`config.mk`:
```
export PLATFORM = sky130hd
export DESIGN_NAME = cdt_timer
export DESIGN_NICKNAME = d
export VERILOG_FILES = /design/src/rtl/cdt_pkg.sv /design/src/rtl/cdt_period_store.sv /design/src/rtl/cdt_tick_gen.sv /design/src/rtl/cdt_count_core.sv /design/src/rtl/cdt_timer.sv
export SDC_FILE = /design/constraint.sdc
export NUM_CORES = 1
export LEC_CHECK = 0
export BUFFER_PORTS_ARGS = -buffer_cell sky130_fd_sc_hd__buf_2
export CORE_MARGIN = 2
export CORE_UTILIZATION = 59
export DETAILED_ROUTE_END_ITERATION = 8
export PLACE_DENSITY = 0.82
export SLEW_MARGIN = 20
export SYNTH_ARGS = -nofsm -noshare
export SYNTH_HDL_FRONTEND = slang
export SYNTH_SLANG_ARGS = --single-unit
```
`constraint.sdc`:
```
create_clock -name clk -period 7.2 [get_ports clk]
set_clock_uncertainty 0.1 [all_clocks]
set_input_delay 1.44 -clock clk [delete_from_list [all_inputs] [get_ports clk]]
set_output_delay 1.44 -clock clk [all_outputs]
set_load 0.005 [all_outputs]
```
`src/rtl/cdt_pkg.sv`:
```
package cdt_pkg;

   typedef enum logic [1:0] {
      MD_OFF      = 2'd0,
      MD_PERIODIC = 2'd1,
      MD_ONESHOT  = 2'd2
   } mode_e;

   localparam logic [2:0] OP_IDLE   = 3'd0;
   localparam logic [2:0] OP_RUN    = 3'd1;
   localparam logic [2:0] OP_STOP   = 3'd2;
   localparam logic [2:0] OP_COUNT  = 3'd3;
   localparam logic [2:0] OP_LIMIT  = 3'd4;
   localparam logic [2:0] OP_PERIOD = 3'd5;

endpackage

```
`src/rtl/cdt_period_store.sv`:
```
module cdt_period_store #(
   parameter int PER_W  = 16,
   parameter int FRAC_W = 32
) (
   input  logic              clk_i,
   input  logic              rst_i,
   input  logic              we_i,
   input  logic [PER_W-1:0]  int_i,
   input  logic [FRAC_W-1:0] frac_i,
   output logic [PER_W-1:0]  per_int_o,
   output logic [FRAC_W-1:0] per_frac_o,
   output logic              per_zero_o
);

   logic [PER_W-1:0]  int_q;
   logic [FRAC_W-1:0] frac_q;

   always_ff @(posedge clk_i) begin
      if (rst_i) begin
         int_q  <= '0;
         frac_q <= '0;
      end else if (we_i) begin
         int_q  <= int_i;
         frac_q <= frac_i;
      end
   end

   assign per_int_o  = int_q;
   assign per_frac_o = frac_q;
   assign per_zero_o = (int_q == '0);

endmodule

```
`src/rtl/cdt_tick_gen.sv`:
```
module cdt_tick_gen #(
   parameter int PER_W   = 16,
   parameter int FRAC_W  = 32,
   parameter bit FRAC_EN = 1'b1
) (
   input  logic              clk_i,
   input  logic              rst_i,
   input  logic              run_en_i,
   input  logic              restart_i,
   input  logic [PER_W-1:0]  per_int_i,
   input  logic [FRAC_W-1:0] per_frac_i,
   output logic              tick_o
);

   localparam int CYC_W = PER_W + 1;

   if (FRAC_W < 1) begin : g_bad_frac
      $error("cdt_tick_gen: FRAC_W must be at least 1");
   end

   logic [CYC_W-1:0] cyc_q;
   logic [CYC_W-1:0] last_cyc;
   logic             carry;
   logic             hit;
   logic             clear;

   assign clear = rst_i || !run_en_i || restart_i;

   if (FRAC_EN) begin : g_frac
      logic [FRAC_W-1:0] acc_q;
      logic [FRAC_W-1:0] acc_sum;

      assign {carry, acc_sum} = {1'b0, acc_q} + {1'b0, per_frac_i};

      always_ff @(posedge clk_i) begin
         if (clear)    acc_q <= '0;
         else if (hit) acc_q <= acc_sum;
      end
   end else begin : g_int
      logic unused_frac;
      assign unused_frac = ^per_frac_i;
      assign carry = 1'b0;
   end

   assign last_cyc = ({1'b0, per_int_i} + CYC_W'(carry)) - CYC_W'(1);
   assign hit      = run_en_i && (cyc_q == last_cyc);
   assign tick_o   = hit;

   always_ff @(posedge clk_i) begin
      if (clear)    cyc_q <= '0;
      else if (hit) cyc_q <= '0;
      else          cyc_q <= cyc_q + CYC_W'(1);
   end

endmodule

```
`src/rtl/cdt_count_core.sv`:
```
module cdt_count_core
   import cdt_pkg::*;
#(
   parameter int CNT_W = 16
) (
   input  logic             clk_i,
   input  logic             rst_i,
   input  logic [2:0]       op_i,
   input  logic             flag_i,
   input  logic [CNT_W-1:0] data_i,
   input  logic             new_per_zero_i,
   input  logic             per_zero_i,
   input  logic             tick_i,
   input  logic             wrap_hold_i,
   output logic [CNT_W-1:0] cnt_o,
   output mode_e            mode_o,
   output logic             trig_o,
   output logic             restart_o,
   output logic             run_en_o
);

   mode_e            mode_q, mode_n, tk_mode;
   logic [CNT_W-1:0] cnt_q, cnt_n, tk_cnt;
   logic [CNT_W-1:0] lim_q, lim_n;
   logic             hold_q, hold_n, tk_hold;
   logic             trig_q, trig_n, tk_trig;
   logic             running;
   logic             do_start;
   logic [CNT_W-1:0] st_val, st_lim, st_fill;
   logic             st_pz;
   mode_e            run_mode;

   assign running  = (mode_q != MD_OFF);
   assign run_mode = flag_i ? MD_ONESHOT : MD_PERIODIC;

   // tick outcome, used when the command does not override it
   always_comb begin
      tk_mode = mode_q;
      tk_cnt  = cnt_q;
      tk_hold = hold_q;
      tk_trig = 1'b0;
      if (tick_i && running) begin
         if (hold_q) begin
            tk_hold = 1'b0;
            tk_cnt  = lim_q;
            if (lim_q == '0) tk_mode = MD_OFF;
         end else if (cnt_q <= CNT_W'(1)) begin
            tk_trig = 1'b1;
            tk_cnt  = '0;
            if (mode_q == MD_ONESHOT || lim_q == '0) tk_mode = MD_OFF;
            else if (wrap_hold_i)                   tk_hold = 1'b1;
            else                                    tk_cnt  = lim_q;
         end else begin
            tk_cnt = cnt_q - CNT_W'(1);
         end
      end
   end

   // command resolution and restart evaluation
   always_comb begin
      mode_n    = tk_mode;
      cnt_n     = tk_cnt;
      hold_n    = tk_hold;
      trig_n    = tk_trig;
      lim_n     = lim_q;
      do_start  = 1'b0;
      st_val    = cnt_q;
      st_lim    = lim_q;
      st_pz     = per_zero_i;
      restart_o = 1'b0;
      st_fill   = '0;
      case (op_i)
         OP_RUN: begin
            if (!running) begin
               if (!per_zero_i) begin
                  mode_n   = run_mode;
                  do_start = 1'b1;
               end
            end else if (tk_mode != MD_OFF) begin
               mode_n = run_mode;
            end
         end
         OP_STOP: begin
            mode_n = MD_OFF;
            cnt_n  = cnt_q;
            hold_n = 1'b0;
            trig_n = 1'b0;
         end
         OP_COUNT: begin
            mode_n   = mode_q;
            cnt_n    = data_i;
            hold_n   = 1'b0;
            trig_n   = 1'b0;
            do_start = running;
            st_val   = data_i;
         end
         OP_LIMIT: begin
            lim_n = data_i;
            if (flag_i) begin
               mode_n   = mode_q;
               cnt_n    = data_i;
               hold_n   = 1'b0;
               trig_n   = 1'b0;
               do_start = running;
               st_val   = data_i;
               st_lim   = data_i;
            end
         end
         OP_PERIOD: begin
            mode_n   = mode_q;
            cnt_n    = cnt_q;
            hold_n   = 1'b0;
            trig_n   = 1'b0;
            do_start = running;
            st_pz    = new_per_zero_i;
         end
         default: ;
      endcase
      if (do_start) begin
         st_fill = (st_val == '0) ? st_lim : st_val;
         trig_n  = (st_val == '0);
         cnt_n   = st_fill;
         hold_n  = 1'b0;
         if (st_fill == '0 || st_pz) mode_n = MD_OFF;
         else                        restart_o = 1'b1;
      end
   end

   always_ff @(posedge clk_i) begin
      if (rst_i) begin
         mode_q <= MD_OFF;
         cnt_q  <= '0;
         lim_q  <= '0;
         hold_q <= 1'b0;
         trig_q <= 1'b0;
      end else begin
         mode_q <= mode_n;
         cnt_q  <= cnt_n;
         lim_q  <= lim_n;
         hold_q <= hold_n;
         trig_q <= trig_n;
      end
   end

   assign cnt_o    = cnt_q;
   assign mode_o   = mode_q;
   assign trig_o   = trig_q;
   assign run_en_o = running;


   reset_state_chk: assert property (@(posedge clk_i) disable iff (rst_i)
      $past(rst_i) |-> (mode_q == MD_OFF && cnt_q == '0 && !trig_q));


   zero_period_run_chk: assert property (@(posedge clk_i) disable iff (rst_i)
      (!running && per_zero_i && op_i == OP_RUN) |=> (mode_q == MD_OFF));


   count_step_chk: assert property (@(posedge clk_i) disable iff (rst_i)
      (running && op_i == OP_IDLE && tick_i && !hold_q && cnt_q > CNT_W'(1))
      |=> (cnt_q == $past(cnt_q) - CNT_W'(1)));


   oneshot_end_chk: assert property (@(posedge clk_i) disable iff (rst_i)
      (mode_q == MD_ONESHOT && op_i == OP_IDLE && tick_i && !hold_q && cnt_q == CNT_W'(1))
      |=> (mode_q == MD_OFF && trig_q && cnt_q == '0));


   hold_zero_chk: assert property (@(posedge clk_i) disable iff (rst_i)
      hold_q |-> (cnt_q == '0));


   stop_freeze_chk: assert property (@(posedge clk_i) disable iff (rst_i)
      (op_i == OP_STOP) |=> (mode_q == MD_OFF && cnt_q == $past(cnt_q)));

endmodule

```
`src/rtl/cdt_timer.sv`:
```
module cdt_timer
   import cdt_pkg::*;
#(
   parameter int CNT_W   = 16,
   parameter int PER_W   = 16,
   parameter int FRAC_W  = 32,
   parameter bit FRAC_EN = 1'b1
) (
   input  logic              clk,
   input  logic              rst,
   input  logic [2:0]        cmd_op,
   input  logic              cmd_flag,
   input  logic [CNT_W-1:0]  cmd_data,
   input  logic [FRAC_W-1:0] cmd_frac,
   input  logic              wrap_hold,
   output logic [CNT_W-1:0]  count_o,
   output logic [1:0]        mode_o,
   output logic              trigger_o
);

   if (PER_W > CNT_W) begin : g_bad_width
      $error("cdt_timer: PER_W must not exceed CNT_W");
   end
   if (CNT_W < 2) begin : g_bad_cnt
      $error("cdt_timer: CNT_W must be at least 2");
   end

   logic [PER_W-1:0]  per_int;
   logic [FRAC_W-1:0] per_frac;
   logic              per_zero;
   logic              new_per_zero;
   logic              tick;
   logic              restart;
   logic              run_en;
   mode_e             mode_w;

   assign new_per_zero = (cmd_data[PER_W-1:0] == '0);

   cdt_period_store #(.PER_W(PER_W), .FRAC_W(FRAC_W)) u_per (
      .clk_i      (clk),
      .rst_i      (rst),
      .we_i       (cmd_op == OP_PERIOD),
      .int_i      (cmd_data[PER_W-1:0]),
      .frac_i     (cmd_frac),
      .per_int_o  (per_int),
      .per_frac_o (per_frac),
      .per_zero_o (per_zero)
   );

   cdt_tick_gen #(.PER_W(PER_W), .FRAC_W(FRAC_W), .FRAC_EN(FRAC_EN)) u_tick (
      .clk_i      (clk),
      .rst_i      (rst),
      .run_en_i   (run_en),
      .restart_i  (restart),
      .per_int_i  (per_int),
      .per_frac_i (per_frac),
      .tick_o     (tick)
   );

   cdt_count_core #(.CNT_W(CNT_W)) u_core (
      .clk_i          (clk),
      .rst_i          (rst),
      .op_i           (cmd_op),
      .flag_i         (cmd_flag),
      .data_i         (cmd_data),
      .new_per_zero_i (new_per_zero),
      .per_zero_i     (per_zero),
      .tick_i         (tick),
      .wrap_hold_i    (wrap_hold),
      .cnt_o          (count_o),
      .mode_o         (mode_w),
      .trig_o         (trigger_o),
      .restart_o      (restart),
      .run_en_o       (run_en)
   );

   assign mode_o = mode_w;

endmodule

```
[Word-level counts from Yosys, hierarchy flattened]
Cells that the tools add are included.
Widths: inputs -> output; s select.
Cells by class
  $add $sub $neg: 5
  $lt $le $gt $ge: 1
  equality and inequality tests: 8
  mux-type cells: 46
  reduce and logical (&&, ||, !) cells: 19
Operators by type and width (count)
  $mux 16: 11
  $logic_not 16->1: 5
  $pmux 16 s3: 1
  $add 32x32->33: 1
  $pmux 16 s2: 1
  $mux 2: 12
  $add 16x1->17: 1
  $add 17x1->17 const B: 1
  $eq 17x17->1: 1
  $mux 1: 17
  $sub 17x1->17 const B: 1
  $le 16x1->1 const B: 1
  $sub 16x1->16 const B: 1
  $pmux 2 s4: 1
  $reduce_or 2->1: 4
  $eq 3x2->1 const B: 2
  $eq 3x3->1 const B: 2
  $logic_or 1x1->1: 4
  $pmux 1 s2: 2
  $reduce_bool 2->1: 2
  $eq 3x1->1 const B: 1
  $pmux 1 s3: 1
  $reduce_or 3->1: 1
  $eq 2x2->1 const B: 1
  other kinds (3): 4
Word-level totals
  bits in registers: 133
  input bits: 55
  logic and storage cells: 88

[Longest topological paths before layout]
  depth in word-level cells: 13
  mapped depth: 23

[By module]
Synthesis repeated with hierarchy kept, for this count alone.
Unflattened totals
  cell total of the unflattened synthesis: 1184
  area, all modules: 9354.0 um^2
By module, submodules not included
  cdt_tick_gen: times used 1, cells an instance 502, area each 4065.1 um^2
  cdt_count_core: times used 1, cells an instance 515, area each 3485.8 um^2
  cdt_period_store: times used 1, cells an instance 160, area each 1761.7 um^2
  cdt_timer: times used 1, cells an instance 7, area each 41.3 um^2

[Worst setup path after synthesis]
Ideal clock, no wire load.
  path kind: register -> register
  start: register u_per.frac_q[16], in the netlist u_per.per_frac_o[16]
  end: register u_core.cnt_q[10], in the netlist u_core.cnt_o[10]
  arrival: 5.054 ns
  required time: 6.958 ns
  path slack: 1.904 ns
  stages on the path, launching flop included: 21
  buffers on the path: 1
  clock period less this slack: 5.296 ns
  cells stage by stage: dfxtp_1 ha_1 a21o_1 a21o_1 or3b_2 o31ai_1 o21ai_0 o21ai_0 nor2_1 a211oi_1 ha_1 ha_1 nor3b_1 a22oi_1 a2111oi_0 o2111a_2 and4_1 buf_6 o21ai_4 a21oi_1 a221oi_2
On the way
  cells in the longest elaborated chain, start to end: 10
RTL lines
  start: declaration: RTL line cdt_period_store.sv:16  | logic [FRAC_W-1:0] frac_q;
  start signal: assignment: RTL line cdt_period_store.sv:24  | frac_q <= frac_i;
  $add 32x32->33 *: RTL line cdt_tick_gen.sv:33  | assign {carry, acc_sum} = {1'b0, acc_q} + {1'b0, per_frac_i};
  $add 16x1->17 *: RTL line cdt_tick_gen.sv:45  | assign last_cyc = ({1'b0, per_int_i} + CYC_W'(carry)) - CYC_W'(1);
  $sub 17x1->17 *: RTL line cdt_tick_gen.sv:45
  $eq 17x17->1 *: RTL line cdt_tick_gen.sv:46  | assign hit = run_en_i && (cyc_q == last_cyc);
  $logic_and 1x1->1 *: RTL line cdt_tick_gen.sv:46
  $logic_and 1x1->1 *: RTL line cdt_count_core.sv:42  | if (tick_i && running) begin
  $mux 16 *: RTL line cdt_count_core.sv:42
  $mux 16: RTL line cdt_count_core.sv:99  | if (flag_i) begin
  $pmux 16 s3 *: RTL line cdt_count_core.sv:72  | case (op_i)
  $mux 16 *: RTL line cdt_count_core.sv:119  | if (do_start) begin
  end signal: assignment: RTL line cdt_count_core.sv:138  | cnt_q <= cnt_n;
  end: declaration: RTL line cdt_count_core.sv:23  | logic [CNT_W-1:0] cnt_q, cnt_n, tk_cnt;
Mark *: on every way between the ends. The rest lies on a longest branch, timed or not.
A chain may end at the register's enable or synchronous reset.

[Worst setup path in the final report]
  start: register u_per.frac_q[0], in the netlist u_per.per_frac_o[0]
  end: register u_core.cnt_q[6], in the netlist u_core.cnt_o[6]
Same word-level chain as after synthesis.

==> key figures <==
Cells and area
  • Multi-input gate area: approximately 5400 um^2
  • Diodes inserted: 0
  • Share of final-layout standard cells stronger than drive strength 1: a little over an eighth
  • Area growth from synthesis to layout: 11.7%
  • Storage cell area: 2660 um^2
  • Filler cell count in the final layout: between 1000 and 1500
  • Most frequent cells in the layout: 176 x sky130_fd_sc_hd__nand2_1, 133 x sky130_fd_sc_hd__dfxtp_1, 128 x sky130_fd_sc_hd__a21oi_1, 100 x sky130_fd_sc_hd__nor2_1, 73 x sky130_fd_sc_hd__buf_2
  • # nets final: about 1200
  • Most common cell after layout, fill and taps aside: sky130_fd_sc_hd__nand2_1

Clock network
  • Source-to-sink clock delay at the later pin of the worst-skew pair: 430 ps
  • Number of CTS-inserted buffers: 17
  • H-tree level count: 4
  • Number of instances resized during post-cts repair: 0
  • Buffer cell driving the clock tree root: sky130_fd_sc_hd__clkbuf_16
  • Largest buffer count on any clock path: 2
  • Setup bufs post-CTS: 0
  • Number of sinks handled by clock tree synthesis: 133
  • Clock-pin transition on the worst setup and hold timing paths: around 60 ps
  • CTS tree: built
  • Number of hold-repair buffers added at the cts stage: 0

Hold path
  • Worst Min Path Start: u_tick.g_frac.acc_q[27]
  • Type of the tightest min-delay check: reg2reg

Synthesis
  • Net count after synthesis: 1175
  • Number of warnings printed during yosys synthesis: 0
  • Xor and xnor fraction of the mapped netlist area: under 10%
  • Share of the synthesized area in compound gates (AO/OA/AOI/OAI): about 25%
  • Multiplexer fraction of the synthesized cell area: 1.43%
  • Share of flip-flops with an asynchronous set or reset: 0%
  • FF+latch count, synth: 133
  • Netlist area before placement: 8390 um^2
  • Adder and majority cell fraction of the synthesized area: 5.75%
  • Number of instances in the synthesized netlist: 1082
  • Number of different library cells in the post-synthesis netlist: between 80 and 90
  • Synthesized area per cell: ~7.8 um^2
  • Fraction of the yosys area taken by sequential cells: 31.7%
  • Post-synth EDFFs: 0
  • Prevailing post-synth register cell: sky130_fd_sc_hd__dfxtp_1
  • Fraction of the mapped netlist area in simple logic gates: 25.2%
  • Combinational family with the most area after synthesis: simple AND/OR/NAND/NOR gates

Timing
  • Tightest Pin Transition: 1010 ps
  • Final worst-path cycle share: 92.3%
  • Post-route minimum period: 6640 ps
  • Worst hold slack: between 300 and 400 ps
  • Unrepaired setup endpoints after global routing: false
  • Count of endpoints failing hold in the final timing report: 0
  • Finish-stage setup viols: 0
  • Slew headroom: between 30% and 40%
  • Total negative slack: 0 ps
  • Achievable clock frequency: 151 MHz
  • Final Max Tran Viols: 0

Worst setup path
  • Cells traversed along the worst timing path: ha_1 > fa_1 > a211oi_1 > o21a_1 > nor4_1 > o31ai_1 > o21ai_0 > o21ai_0 > nor2_1 > a211oi_1 > ha_1 > or4b_1 > nor4_1 > xnor2_1 > a2111oi_0 > o2111a_2 > and4_1 > a31o_2 > a21oi_1 > a221oi_1
  • R2r setup slk: 560 ps
  • Beginning of the critical path: u_per.per_frac_o[0]
  • Cell family contributing the most delay on the critical path: compound AO/OA/AOI/OAI gates
  • Bufs and invs on worst path: 0
  • Arrival time of the worst setup path: 6870 ps
  • Launching point of the worst reg2reg path: u_per.per_frac_o[0]
  • Crit-path max FO: 11
  • Count of cells along the worst register-to-register path: 20
  • Type of element capturing the critical path: flop
  • Delay of the slowest cell on the worst path: 650 ps
  • CP Capture Point: u_core.cnt_o[6]
  • Highest-delay cell along the critical path: sky130_fd_sc_hd__or4b_1
  • Reg-to-Reg End: u_core.cnt_o[6]
  • Startpoint type of the worst setup path: flop
  • Startpoint-to-endpoint class of the critical path: reg2reg
  • Required time at the worst-slack endpoint: 7420 ps
  • Critical Path Stages: 20

Routing
  • Number of detailed-routing iterations run before antenna repair: 5
  • Via count: 8227
  • Vias per inst: 6.28
  • Antenna viol nets, final: 0
  • Routed wirelength normalized by instance count: 17.1 um
  • Initial DRC Count: 699
  • Number of remaining DRC errors: 0
  • Total length of routed wires: between 20 and 25 mm

Power and ir drop
  • Total power: between 2000 and 2500 uW
  • Power Density: 217 nW/um^2
  • Static leakage: 0.00360 uW
  • Worst IR drop on VDD: 0.194 mV

Global route
  • Wire length of the first global-routing pass: 36.5 mm
  • Initial antenna violation count: 0
  • Overall Global Routing Usage: a little under a third
  • Total congestion overflow: 0
  • Maximum number of pins on one net before global-route repair: 85
  • Vias in the first global route: 7660

Floorplanning
  • Vertical die dimension: 123 um
  • Initial standard-cell utilization of the core: 60.5%
  • Number of rows in the core area: 43
  • Die span in x: 123 um
  • Full die area: 15200 um^2
  • Placeable Area: 13900 um^2
  • # IOs: 74

Placed design
  • Detailed Place HPWL: 15.0 mm
  • Weighted congestion at the end of routability-driven global placement: 0.898
  • Number of buffers inserted by port buffering: 73

Status
  • Result of the run: complete, no violations

Flow run
  • Max_cap viols: 0
==> registers in the layout (all words and copies together) (netlist names) <==
register / count
u_tick.cyc_q: 17
u_tick.g_frac.acc_q: 32
u_core.hold_q: 1
u_per.per_int_o: 16
u_core.mode_o: 2
u_core.cnt_o: 16
u_per.per_frac_o: 32
u_core.lim_q: 16
u_core.trig_o: 1
==> routing by layer <==
metal | global-route usage (%) | wire, um
met5 | 0 | 0
met3 | 7.06 | 1650
met2 | 50.3 | 10600
met1 | 37.8 | 9580
met4 | 12.4 | 625
==> worst min-delay path by stage <==
stage | to | slack, ps | depth (start not counted)
2_1_floorplan | u_tick.g_frac.acc_q[26] | 330 | 2
3_3_place_gp | u_tick.g_frac.acc_q[27] | 340 | 2
3_5_place_dp | u_tick.g_frac.acc_q[26] | 350 | 2
4_1_cts | u_tick.g_frac.acc_q[26] | 360 | 2
5_1_grt | u_tick.g_frac.acc_q[17] | 380 | 2
6_report | u_tick.g_frac.acc_q[27] | 360 | 2
==> layout make-up <==
class,count,area share (%)
clock buffers,19,4.72
clock inverters,13,1.59
inverters,14,0.560
multi-input cells,870,57.7
flip-flops and latches,133,28.4
well taps,180,2.40
repair buffers,82,4.62
==> synthesized netlist by cell type, types with 4 or more instances <==
| master | instances | area (um^2) |
|---|---|---|
| sky130_fd_sc_hd__a211oi_1 | 10 | 75.1 |
| sky130_fd_sc_hd__a21o_1 | 20 | 150 |
| sky130_fd_sc_hd__a21oi_1 | 128 | 641 |
| sky130_fd_sc_hd__a221oi_1 | 19 | 166 |
| sky130_fd_sc_hd__a221oi_2 | 7 | 105 |
| sky130_fd_sc_hd__a22o_1 | 4 | 35.0 |
| sky130_fd_sc_hd__a22oi_1 | 9 | 67.6 |
| sky130_fd_sc_hd__and2_1 | 6 | 37.5 |
| sky130_fd_sc_hd__and3_1 | 9 | 56.3 |
| sky130_fd_sc_hd__buf_1 | 4 | 15.0 |
| sky130_fd_sc_hd__buf_2 | 8 | 40.0 |
| sky130_fd_sc_hd__clkbuf_1 | 48 | 180 |
| sky130_fd_sc_hd__dfxtp_1 | 133 | 2660 |
| sky130_fd_sc_hd__ha_1 | 37 | 463 |
| sky130_fd_sc_hd__inv_1 | 14 | 52.6 |
| sky130_fd_sc_hd__mux2i_1 | 12 | 120 |
| sky130_fd_sc_hd__nand2_1 | 176 | 661 |
| sky130_fd_sc_hd__nand2b_1 | 9 | 56.3 |
| sky130_fd_sc_hd__nand3_1 | 23 | 115 |
| sky130_fd_sc_hd__nand4_1 | 10 | 62.6 |
| sky130_fd_sc_hd__nor2_1 | 100 | 375 |
| sky130_fd_sc_hd__nor2b_1 | 16 | 100 |
| sky130_fd_sc_hd__nor3_1 | 23 | 115 |
| sky130_fd_sc_hd__nor3_2 | 6 | 60.1 |
| sky130_fd_sc_hd__nor3b_1 | 9 | 67.6 |
| sky130_fd_sc_hd__nor4_1 | 21 | 131 |
| sky130_fd_sc_hd__o211ai_1 | 6 | 45.0 |
| sky130_fd_sc_hd__o21a_1 | 8 | 60.1 |
| sky130_fd_sc_hd__o21ai_0 | 35 | 175 |
| sky130_fd_sc_hd__o21ai_1 | 12 | 60.1 |
| sky130_fd_sc_hd__o21bai_1 | 6 | 45.0 |
| sky130_fd_sc_hd__o311ai_0 | 4 | 35.0 |
| sky130_fd_sc_hd__o31a_1 | 4 | 35.0 |
| sky130_fd_sc_hd__o31ai_1 | 5 | 37.5 |
| sky130_fd_sc_hd__or4_1 | 4 | 30.0 |
| sky130_fd_sc_hd__xnor2_1 | 39 | 342 |
| sky130_fd_sc_hd__xor2_1 | 27 | 236 |
==> where the power goes <==
| part | switching (uW) | internal (uW) |
|---|---|---|
| combinational | 227 | 144 |
| sequential | 32.8 | 759 |
| clock | 348 | 522 |
==> through the flow <==
stage / cells / worst slack [ps] / util [%] / instance area, um^2
after floorplan: 1082 / 1900 / - / 8390
after global placement: 1279 / 1030 / 63.3 / 8790
after detailed placement: 1279 / 799 / 63.3 / 8790
after CTS: 1311 / 554 / 67.6 / 9380
after global routing: 1311 / 22.9 / 67.6 / 9380
final: 1311 / 557 / 67.6 / 9380
==> worst min-delay path, cell delays in order, from the launching register on <==
cell and delay [ps]:
sky130_fd_sc_hd__dfxtp_1 310, sky130_fd_sc_hd__nand2_1 60, sky130_fd_sc_hd__o21ai_1 50
==> logic make-up (layout without fill, tap and decap cells) <==
logic type | Yosys count | in the layout
adders and majority gates | 38 | 38
AOI/OAI and AO/OA | 314 | 314
xor gates and xnor gates | 67 | 67
DFF | 133 | 133
and+or+nand+nor | 439 | 439
muxes | 12 | 12
buffers and inverters | 79 | 128
Power figures use the tool's default switching activity.
